$ cat src/rtl/adcrd_pkg.sv
package adcrd_pkg;
  localparam int unsigned FRAME_BITS = 32;
  localparam int unsigned RES_BITS   = 12;

  typedef enum logic [2:0] {
    ST_IDLE    = 3'd0,
    ST_CONV    = 3'd1,
    ST_WAIT_HI = 3'd2,
    ST_WAIT_LO = 3'd3,
    ST_SETUP   = 3'd4,
    ST_SHIFT   = 3'd5,
    ST_FINISH  = 3'd6
  } rd_state_t;
endpackage

$ cat src/rtl/adcrd_sync2.sv
module adcrd_sync2 #(
  parameter int unsigned WIDTH = 1
) (
  input  logic             clk,
  input  logic             rst,
  input  logic [WIDTH-1:0] d_i,
  output logic [WIDTH-1:0] q_o
);
  logic [WIDTH-1:0] meta;

  always_ff @(posedge clk) begin
    if (rst) begin
      meta <= '0;
      q_o  <= '0;
    end else begin
      meta <= d_i;
      q_o  <= meta;
    end
  end
endmodule

$ cat src/rtl/adcrd_debounce.sv
module adcrd_debounce #(
  parameter int unsigned DEB_CYC = 8
) (
  input  logic clk,
  input  logic rst,
  input  logic din_i,
  output logic rise_o
);
  localparam int unsigned CW = $clog2(DEB_CYC + 1);
  localparam logic [CW-1:0] LAST = CW'(DEB_CYC - 1);

  logic          lvl;
  logic [CW-1:0] cnt;

  always_ff @(posedge clk) begin
    if (rst) begin
      lvl    <= 1'b0;
      cnt    <= '0;
      rise_o <= 1'b0;
    end else begin
      rise_o <= 1'b0;
      if (din_i == lvl) begin
        cnt <= '0;
      end else if (cnt == LAST) begin
        lvl    <= din_i;
        cnt    <= '0;
        rise_o <= din_i;
      end else begin
        cnt <= cnt + 1'b1;
      end
    end
  end

  // checker: length of the current run of high input samples
  logic [CW:0] run_hi;
  always_ff @(posedge clk) begin
    if (rst) run_hi <= '0;
    else if (!din_i) run_hi <= '0;
    else if (run_hi < (CW+1)'(DEB_CYC)) run_hi <= run_hi + 1'b1;
  end

  assert_start_filtered_R1: assert property (@(posedge clk) disable iff (rst)
    rise_o |-> (run_hi >= (CW+1)'(DEB_CYC)));
endmodule

$ cat src/rtl/adcrd_seq.sv
module adcrd_seq
  import adcrd_pkg::*;
#(
  parameter int unsigned CONV_PULSE   = 3,
  parameter int unsigned SETUP_CYC    = 2,
  parameter int unsigned HALF_CYC     = 2,
  parameter int unsigned BUSY_TIMEOUT = 256
) (
  input  logic clk,
  input  logic rst,
  input  logic start_i,
  input  logic busy_i,
  output logic cnv_start_o,
  output logic fsync_n_o,
  output logic sclk_o,
  output logic cap_o,
  output logic load_o,
  output logic done_o,
  output logic timeout_o
);
  localparam int unsigned CNT_W = $clog2(BUSY_TIMEOUT + CONV_PULSE + SETUP_CYC + HALF_CYC + 1);
  localparam int unsigned BIT_W = $clog2(FRAME_BITS + 1);
  localparam logic [CNT_W-1:0] CONV_LAST  = CNT_W'(CONV_PULSE - 1);
  localparam logic [CNT_W-1:0] SETUP_LAST = CNT_W'(SETUP_CYC - 1);
  localparam logic [CNT_W-1:0] HALF_LAST  = CNT_W'(HALF_CYC - 1);
  localparam logic [CNT_W-1:0] WAIT_LAST  = CNT_W'(BUSY_TIMEOUT - 1);
  localparam logic [BIT_W-1:0] NFALL_END  = BIT_W'(FRAME_BITS);

  rd_state_t        state;
  logic [CNT_W-1:0] cnt;
  logic [BIT_W-1:0] nfall;

  always_comb begin
    cap_o  = ((state == ST_SETUP) && (cnt == SETUP_LAST)) ||
             ((state == ST_SHIFT) && sclk_o && (cnt == HALF_LAST) && (nfall != NFALL_END));
    load_o = (state == ST_FINISH);
  end

  always_ff @(posedge clk) begin
    if (rst) begin
      state       <= ST_IDLE;
      cnt         <= '0;
      nfall       <= '0;
      cnv_start_o <= 1'b0;
      fsync_n_o   <= 1'b1;
      sclk_o      <= 1'b1;
      done_o      <= 1'b0;
      timeout_o   <= 1'b0;
    end else begin
      done_o <= 1'b0;
      case (state)
        ST_IDLE: begin
          cnt <= '0;
          if (start_i) begin
            state       <= ST_CONV;
            cnv_start_o <= 1'b1;
            timeout_o   <= 1'b0;
          end
        end
        ST_CONV: begin
          if (cnt == CONV_LAST) begin
            cnv_start_o <= 1'b0;
            cnt         <= '0;
            state       <= ST_WAIT_HI;
          end else cnt <= cnt + 1'b1;
        end
        ST_WAIT_HI: begin
          if (busy_i) begin
            cnt   <= '0;
            state <= ST_WAIT_LO;
          end else if (cnt == WAIT_LAST) begin
            timeout_o <= 1'b1;
            cnt       <= '0;
            state     <= ST_IDLE;
          end else cnt <= cnt + 1'b1;
        end
        ST_WAIT_LO: begin
          if (!busy_i) begin
            cnt       <= '0;
            fsync_n_o <= 1'b0;
            state     <= ST_SETUP;
          end else if (cnt == WAIT_LAST) begin
            timeout_o <= 1'b1;
            cnt       <= '0;
            state     <= ST_IDLE;
          end else cnt <= cnt + 1'b1;
        end
        ST_SETUP: begin
          if (cnt == SETUP_LAST) begin
            cnt    <= '0;
            sclk_o <= 1'b0;
            nfall  <= BIT_W'(1);
            state  <= ST_SHIFT;
          end else cnt <= cnt + 1'b1;
        end
        ST_SHIFT: begin
          if (cnt == HALF_LAST) begin
            cnt <= '0;
            if (!sclk_o) begin
              sclk_o <= 1'b1;
              if (nfall == NFALL_END) begin
                fsync_n_o <= 1'b1;
                state     <= ST_FINISH;
              end
            end else begin
              sclk_o <= 1'b0;
              nfall  <= nfall + 1'b1;
            end
          end else cnt <= cnt + 1'b1;
        end
        ST_FINISH: begin
          done_o <= 1'b1;
          nfall  <= '0;
          state  <= ST_IDLE;
        end
        default: begin
          state       <= ST_IDLE;
          cnt         <= '0;
          nfall       <= '0;
          cnv_start_o <= 1'b0;
          fsync_n_o   <= 1'b1;
          sclk_o      <= 1'b1;
        end
      endcase
    end
  end

  // checker: serial-clock falls seen during the current frame
  logic             sclk_q;
  logic [BIT_W-1:0] chk_falls;
  always_ff @(posedge clk) begin
    if (rst) begin
      sclk_q    <= 1'b1;
      chk_falls <= '0;
    end else begin
      sclk_q <= sclk_o;
      if (fsync_n_o) chk_falls <= '0;
      else if (sclk_q && !sclk_o) chk_falls <= chk_falls + 1'b1;
    end
  end

  assert_sclk_rests_high_R4: assert property (@(posedge clk) disable iff (rst)
    fsync_n_o |-> sclk_o);
  assert_frame_32_clocks_R4: assert property (@(posedge clk) disable iff (rst)
    $rose(fsync_n_o) |-> (chk_falls == NFALL_END));
  assert_read_after_busy_R2: assert property (@(posedge clk) disable iff (rst)
    $fell(fsync_n_o) |-> !$past(busy_i));
  assert_conv_outside_frame_R2: assert property (@(posedge clk) disable iff (rst)
    cnv_start_o |-> fsync_n_o);
  assert_done_single_R9: assert property (@(posedge clk) disable iff (rst)
    done_o |=> !done_o);
  assert_timeout_no_frame_R8: assert property (@(posedge clk) disable iff (rst)
    timeout_o |-> (fsync_n_o && !done_o));
endmodule

$ cat src/rtl/adcrd_lane.sv
module adcrd_lane
  import adcrd_pkg::*;
(
  input  logic                clk,
  input  logic                rst,
  input  logic                sdo_i,
  input  logic                cap_i,
  input  logic                load_i,
  output logic [RES_BITS-1:0] res_a_o,
  output logic [RES_BITS-1:0] res_b_o,
  output logic                pad_err_o
);
  localparam int unsigned SLOT = FRAME_BITS / 2;
  localparam int unsigned PAD  = SLOT - RES_BITS;

  logic [FRAME_BITS-1:0] sh;
  logic                  pad_bad;

  assign pad_bad = (|sh[FRAME_BITS-1 -: PAD]) | (|sh[SLOT-1 -: PAD]);

  always_ff @(posedge clk) begin
    if (rst) begin
      sh        <= '0;
      res_a_o   <= '0;
      res_b_o   <= '0;
      pad_err_o <= 1'b0;
    end else begin
      if (cap_i) sh <= {sh[FRAME_BITS-2:0], sdo_i};
      if (load_i) begin
        res_a_o   <= sh[SLOT +: RES_BITS];
        res_b_o   <= sh[0 +: RES_BITS];
        pad_err_o <= pad_bad;
      end
    end
  end

  // checker: bits captured since the last load
  logic [$clog2(FRAME_BITS+1)-1:0] caps;
  always_ff @(posedge clk) begin
    if (rst) caps <= '0;
    else if (load_i) caps <= '0;
    else if (cap_i) caps <= caps + 1'b1;
  end

  assert_full_frame_captured_R5: assert property (@(posedge clk) disable iff (rst)
    load_i |-> (caps == ($clog2(FRAME_BITS+1))'(FRAME_BITS)));
  assert_results_held_R9: assert property (@(posedge clk) disable iff (rst)
    !$past(load_i) |-> $stable(res_a_o));
endmodule

$ cat src/rtl/adc_frame_reader.sv
module adc_frame_reader
  import adcrd_pkg::*;
#(
  parameter int unsigned LANES        = 4,
  parameter int unsigned DEB_CYC      = 8,
  parameter int unsigned CONV_PULSE   = 3,
  parameter int unsigned SETUP_CYC    = 2,
  parameter int unsigned HALF_CYC     = 2,
  parameter int unsigned BUSY_TIMEOUT = 256
) (
  input  logic                      clk,
  input  logic                      rst,
  input  logic                      trig_i,
  input  logic                      busy_i,
  input  logic [LANES-1:0]          sdo_i,
  output logic                      cnv_start_o,
  output logic                      fsync_n_o,
  output logic                      sclk_o,
  output logic [LANES*RES_BITS-1:0] res_a_o,
  output logic [LANES*RES_BITS-1:0] res_b_o,
  output logic [LANES-1:0]          pad_err_o,
  output logic                      done_o,
  output logic                      timeout_o
);
  logic [1:0] raw_in, sync_out;
  logic       trig_s, busy_s, start, cap, load;

  assign raw_in = {busy_i, trig_i};
  assign trig_s = sync_out[0];
  assign busy_s = sync_out[1];

  adcrd_sync2 #(.WIDTH(2)) u_sync (
    .clk(clk), .rst(rst), .d_i(raw_in), .q_o(sync_out)
  );

  adcrd_debounce #(.DEB_CYC(DEB_CYC)) u_deb (
    .clk(clk), .rst(rst), .din_i(trig_s), .rise_o(start)
  );

  adcrd_seq #(
    .CONV_PULSE(CONV_PULSE), .SETUP_CYC(SETUP_CYC),
    .HALF_CYC(HALF_CYC), .BUSY_TIMEOUT(BUSY_TIMEOUT)
  ) u_seq (
    .clk(clk), .rst(rst), .start_i(start), .busy_i(busy_s),
    .cnv_start_o(cnv_start_o), .fsync_n_o(fsync_n_o), .sclk_o(sclk_o),
    .cap_o(cap), .load_o(load), .done_o(done_o), .timeout_o(timeout_o)
  );

  for (genvar l = 0; l < LANES; l++) begin : g_lane
    adcrd_lane u_lane (
      .clk(clk), .rst(rst), .sdo_i(sdo_i[l]), .cap_i(cap), .load_i(load),
      .res_a_o(res_a_o[l*RES_BITS +: RES_BITS]),
      .res_b_o(res_b_o[l*RES_BITS +: RES_BITS]),
      .pad_err_o(pad_err_o[l])
    );
  end
endmodule

$ cat config.mk
export PLATFORM = sky130hd
export DESIGN_NAME = adc_frame_reader
export DESIGN_NICKNAME = d
export VERILOG_FILES = /design/src/rtl/adcrd_pkg.sv /design/src/rtl/adcrd_sync2.sv /design/src/rtl/adcrd_debounce.sv /design/src/rtl/adcrd_seq.sv /design/src/rtl/adcrd_lane.sv /design/src/rtl/adc_frame_reader.sv
export SDC_FILE = /design/constraint.sdc
export NUM_CORES = 1
export LEC_CHECK = 0
export ABC_AREA = 1
export BUFFER_PORTS_ARGS = -buffer_cell sky130_fd_sc_hd__buf_4
export CELL_PAD_IN_SITES_DETAIL_PLACEMENT = 0
export CELL_PAD_IN_SITES_GLOBAL_PLACEMENT = 1
export CORE_MARGIN = 4
export CORE_UTILIZATION = 28
export CTS_CLUSTER_DIAMETER = 120
export CTS_CLUSTER_SIZE = 40
export DETAILED_ROUTE_END_ITERATION = 8
export PLACE_DENSITY_LB_ADDON = 0.08
export SLEW_MARGIN = 20
export SYNTH_ARGS = -nofsm -noshare
export SYNTH_HDL_FRONTEND = slang
export SYNTH_SLANG_ARGS = --single-unit
$ cat constraint.sdc
create_clock -name clk -period 1.7 [get_ports clk]
set_clock_uncertainty 0.05 [all_clocks]
set_input_delay 0.34 -clock clk [delete_from_list [all_inputs] [get_ports clk]]
set_output_delay 0.34 -clock clk [all_outputs]
set_load 0.005 [all_outputs]
After elaboration in Yosys (flattened, before gate mapping)
Cells that the tools add are included.
{ "op_classes": {"muxes": 38, "eq_ne": 23, "bitwise_logic": 10, "addsub": 3, "n_reduce_logical": 29} }
{ "op_table": {"columns": ["cell", "n"], "rows": [
  ["$mux 9", 5],
  ["$pmux 9 s5", 1],
  ["$reduce_or 4->1", 9],
  ["$mux 3", 9],
  ["$mux 6", 3],
  ["$pmux 3 s6", 1],
  ["$pmux 6 s3", 1],
  ["$reduce_or 5->1", 3],
  ["$mux 1", 14],
  ["$ne 2x2->1 const B", 7],
  ["$pmux 1 s3", 4],
  ["$add 9x1->9 const B", 1],
  ["$eq 3x3->1 const B", 3],
  ["$eq 9x1->1 const B", 1],
  ["$eq 9x2->1 const B", 1],
  ["$eq 9x8->1 const B", 1],
  ["$reduce_and 4->1", 2],
  ["$add 6x1->6 const B", 1],
  ["$eq 3x2->1 const B", 2],
  ["$eq 6x6->1 const B", 1],
  ["$ne 2x1->1 const B", 3],
  ["$ne 6x6->1 const B", 1],
  ["$not 1->1", 6],
  ["$reduce_and 3->1", 2],
  ["14 further kinds", 21]
]} }
{ "word_totals": {"elab_cells": 132, "in_bits": 8, "ff_bits": 261, "output_inout_bits": 105} }

Depth between registers and ports, before layout
{ "depth": {"ltp_word": 5, "ltp_mapped": 15, "mapped_depth_nobuf": 15} }

By module
Synthesis repeated with hierarchy kept, for this count alone.
{ "unflattened": {"cells_unflattened": 1259, "area_unflattened_um2": 9858.2} }
{ "modules_own_cells": {"columns": ["mod", "area_each_um2", "cells_per_inst", "seq_area_each_um2", "n_inst"], "rows": [
  ["adcrd_lane", 2020.7, 250, 1141.1, 4],
  ["adcrd_seq", 1427.6, 217, 460.4, 1],
  ["adcrd_debounce", 237.7, 30, 120.1, 1],
  ["adcrd_sync2", 110.1, 12, 80.1, 1]
]} }

Worst setup path before layout
OpenSTA, ideal clock, no wires.
{ "synth_path": {"path_kind": "reg2reg", "start": "reg u_seq.cnt[0]", "end": "reg u_seq.state[0]", "setup_ns": 0.113, "required_ns": 1.537, "path_buffers": 0, "slack_ns": 0.026, "stages_incl_launch_ff": 16, "arrival_time_ns": 1.512, "period_less_slack_ns": 1.674, "path_cell_list": "dfxtp_1 -> ha_1 -> nand2_1 -> nor2_1 -> nand3_1 -> inv_1 -> ha_1 -> inv_1 -> nand2_1 -> inv_1 -> nand2_1 -> o21ai_0 -> nor2_1 -> nand2_1 -> nand2_1 -> nor2_1"} }
{ "synth_via": {"elab_chain_len": 4, "word_cells_on_any_way": 11, "classes_between": "eq/ne (6); mux (4); reduce/logical (1)"} }
{ "synth_rtl": {"columns": ["item", "line_no", "source"], "rows": [
  ["start, declared", "adcrd_seq.sv:30", "logic [CNT_W-1:0] cnt;"],
  ["start signal, assigned", "adcrd_seq.sv:65", "end else cnt <= cnt + 1'b1;"],
  ["start signal, assigned", "adcrd_seq.sv:75", "end else cnt <= cnt + 1'b1;"],
  ["start signal, assigned", "adcrd_seq.sv:86", "end else cnt <= cnt + 1'b1;"],
  ["$eq 9x8->1", "adcrd_seq.sv:71, adcrd_seq.sv:82", null],
  ["$mux 3", null, null],
  ["$mux 3, on equally long branches", null, null],
  ["$pmux 3 s6", null, null],
  ["end signal, assigned", "adcrd_seq.sv:70", "state <= ST_WAIT_LO;"],
  ["end signal, assigned", "adcrd_seq.sv:74", "state <= ST_IDLE;"],
  ["end signal, assigned", "adcrd_seq.sv:81", "state <= ST_SETUP;"],
  ["end, declared", "adcrd_seq.sv:29", "rd_state_t state;"]
]} }
Several ways; a longest one is shown, not always the timed one.
A chain may end at the register's enable or synchronous reset.

Worst setup path in the final report
{ "layout_path": {"start": "reg u_seq.cnt[1]", "end": "reg g_lane[3].u_lane.sh[19]"} }
{ "layout_via": {"elab_chain_len": 4, "word_cells_on_any_way": 5, "classes_between": "eq/ne (1); reduce/logical (4)"} }
{ "layout_rtl": {"columns": ["item", "line_no", "source"], "rows": [
  ["$eq 9x1->1 *", "adcrd_seq.sv:34, adcrd_seq.sv:35", null],
  ["$logic_and 1x1->1 (2 in series)", "adcrd_seq.sv:35", "((state == ST_SHIFT) && sclk_o && (cnt == HALF_LAST) && (nfall != NFALL_END));"],
  ["$logic_or 1x1->1 *", "adcrd_seq.sv:34", "cap_o = ((state == ST_SETUP) && (cnt == SETUP_LAST)) ||"],
  ["end signal, assigned", "adcrd_lane.sv:28", "if (cap_i) sh <= {sh[FRAME_BITS-2:0], sdo_i};"],
  ["end, declared", "adcrd_lane.sv:16", "logic [FRAME_BITS-1:0] sh;"]
]} }
Every way passes the cells marked *; elsewhere a longest branch is shown, timed or not.

==> impl_metrics.json <==
{
  "synth_area_leaders": "dfxtp_1, nor2_1, nand2_1",
  "syn_area_mm2": 0.00967,
  "hpwl_mm": 17.1,
  "area_delta_synth_final_pct": 31.3,
  "multi_input_area_mm2": 0.00430,
  "cap_violations": 0,
  "cts_sinks": 261,
  "coreArea_mm2": 0.0338,
  "worst-path-max-fanout": 6,
  "arrival_ps": 2090,
  "fillers": 3653,
  "synthAdderAreaFrac_pct": 1.03,
  "syn_area_per_cell_um2": 7.66,
  "synth-edff-count": 0,
  "grt_first_pass_wirelength_mm": 42.5,
  "path_clk_slew_ps": 130,
  "synth_compound_area_share_pct": 11.9,
  "syn-instance-count": 1262,
  "synth_top_family_by_area": "simple AND/OR/NAND/NOR gates",
  "track_usage_pct": 13.2,
  "ir_drop_v": 0.000625,
  "ios": 113,
  "post-route-drc-count": 0,
  "status": "finished, violations left",
  "grt_overflow": 0,
  "clock-root-buffer": "clkbuf_16",
  "hold_path_depth": 3,
  "synth.most_common_cell": "nor2_1",
  "gp_congestion": 0.740,
  "wl_met2_mm": 11.8,
  "drtPass1Iterations": 4,
  "finalHoldViolCount": 0,
  "io_buffers": 112,
  "vias_per_cell": 4.47,
  "synthFlopType": "dfxtp_1",
  "wl_met1_mm": 13.7,
  "drive_gt1_share_pct": 25.8,
  "h-tree-depth": 1,
  "syn-num-nets": 1278,
  "ys_ff_latch": 261,
  "clkLatencyLatePin_ps": 510,
  "crit_slowest_cell": "dfxtp_4",
  "critPathLaunchType": "flop",
  "synth-simple-area-share_pct": 26.1,
  "yosysWarnings": 0,
  "tns_ps": -86.6,
  "clockBufferDepth": 3,
  "die_area_mm2": 0.0376,
  "final_max_slew_viol_count": 0,
  "grt_max_degree": 41,
  "timing.fmax_ghz": 0.576,
  "setup_viol": 7,
  "routed_wl_mm": 26.7,
  "synth.distinct_cells": 30,
  "p_total_mw": 10.0,
  "p_leak_nw": 5.04,
  "synthMuxAreaShare_pct": 0,
  "dp_cells": 1825,
  "start_util_pct": 28.6,
  "netlist.area_leader.share_pct": 54.0,
  "synthArstFlopShare_pct": 0,
  "fin_ws_ps": -37.4,
  "slew_headroom_pct": 74.1,
  "grt_antenna_before_repair": 0,
  "violations": "negative setup slack",
  "rr_worst_depth": 12,
  "post-route-period-util_pct": 102,
  "regArea_mm2": 0.00524,
  "crit_required_ps": 2050,
  "wl_per_cell_um": 14.3,
  "powerDensity_mw_per_mm2": 787,
  "stdcell_count": 1865,
  "numCtsBuffers": 11,
  "post-synth-top-area-cell": "dfxtp_1",
  "hold_slack_ps": 34.2,
  "crit_type": "flop to flop",
  "fin_crit_ps": 1740,
  "vias": 8344,
  "crit_path_end_kind": "flop",
  "synthTopCellsByCount": "nor2_1, dfxtp_1, nand2_1",
  "synth_xor_area_share_pct": 0.724,
  "cts_tree": "done",
  "rows": 67,
  "crit_chain": "inv_4, ha_4, nand2_2, nor2_2, nand2_2, inv_4, nand2_8, buf_12, buf_12, clkbuf_16, o21ai_2, nor2_1",
  "max_slew.worst_pin.slew_ps": 388,
  "chipWidth_um": 194,
  "final_antenna_net_count": 0,
  "hold_class": "primary input to flop",
  "die_h_um": 194,
  "rsz0062_at_grt": "true",
  "drtIter0Drc": 305,
  "grt_pass1_vias": 7946,
  "antenna_cells": 0,
  "top_layer": "met4",
  "cp_slowest_stage_delay_ps": 390,
  "nets": 1430,
  "wl_met3_um": 893,
  "yosysSeqAreaShare_pct": 54.0
}
## cell usage in the layout (no fill, tap or decap), types with 2 or more instances in the layout
cell type and count:
nand2_1 251, clkinv_16 2, xor2_1 7, nand2_2 6, buf_6 9, nand2_4 3, ha_4 2, o21ai_1 26
inv_4 4, ha_2 2, nor2_4 16, a21oi_1 78, nor4_1 8, buf_4 186, dfxtp_4 2, o21ai_4 2
dfxtp_2 5, o21ai_2 33, nand3_2 8, nand3_1 41, inv_2 6, dfxtp_1 254, a31oi_1 5, inv_1 27
nor2_1 253, clkbuf_16 17, nor2_2 35, buf_16 2, dlygate4sd3_1 3, o21ai_0 84, ha_1 4, nor3_1 2
nand4_1 6, buf_12 15
## cells by family after synthesis
family | after synthesis
xor+xnor | 8
fa+ha+maj | 8
compound gates | 228
simple gates | 634
buf+inv | 123
flops | 261
## worst max-delay path, delay by kind of cell (launching register included)
family | cells | cell delay (ps)
adders and majority gates | 1 | 110
and+or+nand+nor | 5 | 360
buffers and inverters | 5 | 590
AOI/OAI and AO/OA | 1 | 120
DFF | 1 | 390
## final cells by class
cell class	count	share of cell area [%]
repair buffers	222	16.1
inverters	39	1.45
flip-flops and latches	261	41.3
multi-input cells	878	33.9
clock inverters	5	0.591
clock buffers	11	2.17
repair inverters	1	0.128
well taps	448	4.41
## per-layer routing
layer | vias up | global-route usage [%]
met5 | - | 0
met4 | 0 | 2.14
met3 | 15 | 2.28
met2 | 89 | 20.9
met1 | 3885 | 19.1
li1 | 4355 | -
## through the flow
step	cell area, um^2	setup WS (ps)	utilization, %
3_3_place_gp	11400	-64.8	33.7
4_1_cts	11800	-31.9	35.0
6_report	12700	-37.4	37.6
3_5_place_dp	11400	-107	33.7
5_1_grt	12700	-125	37.6
2_1_floorplan	9670	25.5	-
## sequential cells by signal, summed over array words and instances, names as in the netlist, 2 cells and up
name	flops
u_seq.cnt	9
g_lane.u_lane.sh	128
u_seq.nfall	6
u_seq.state	3
u_sync.meta	2
g_lane.u_lane.res_b_o	48
u_sync.q_o	2
g_lane.u_lane.res_a_o	48
u_deb.cnt	4
g_lane.u_lane.pad_err_o	4
## power by group
part           switching [mW]  leakage [nW]  internal, mW  total, mW
registers              0.0134          2.11          6.13       6.14
clock network            2.15         0.169          1.29       3.44
logic                   0.253          2.77         0.166      0.419
total                    2.42          5.04          7.58       10.0
## final timing paths
check	slack, ps	startpoint	to
setup / recovery	-40	u_seq.cnt[1]	g_lane[3].u_lane.sh[19]
hold / removal	30	sdo_i[2]	g_lane[2].u_lane.sh[0]
setup reg to reg	-40	u_seq.cnt[1]	g_lane[3].u_lane.sh[19]
hold reg to reg	370	u_sync.meta[1]	u_sync.q_o[1]
## repair_timing
item | 4_1_cts | 5_1_grt
gates resized for setup | 12 | 193
buffers inserted | 0 | 9
pin swaps | 2 | 17
endpoints found under the hold margin | 3 | 0
gates cloned | 0 | 12
hold buffers | 3 | 0
endpoints found under the setup margin | 87 | 167
Power figures use the tool's default switching activity.
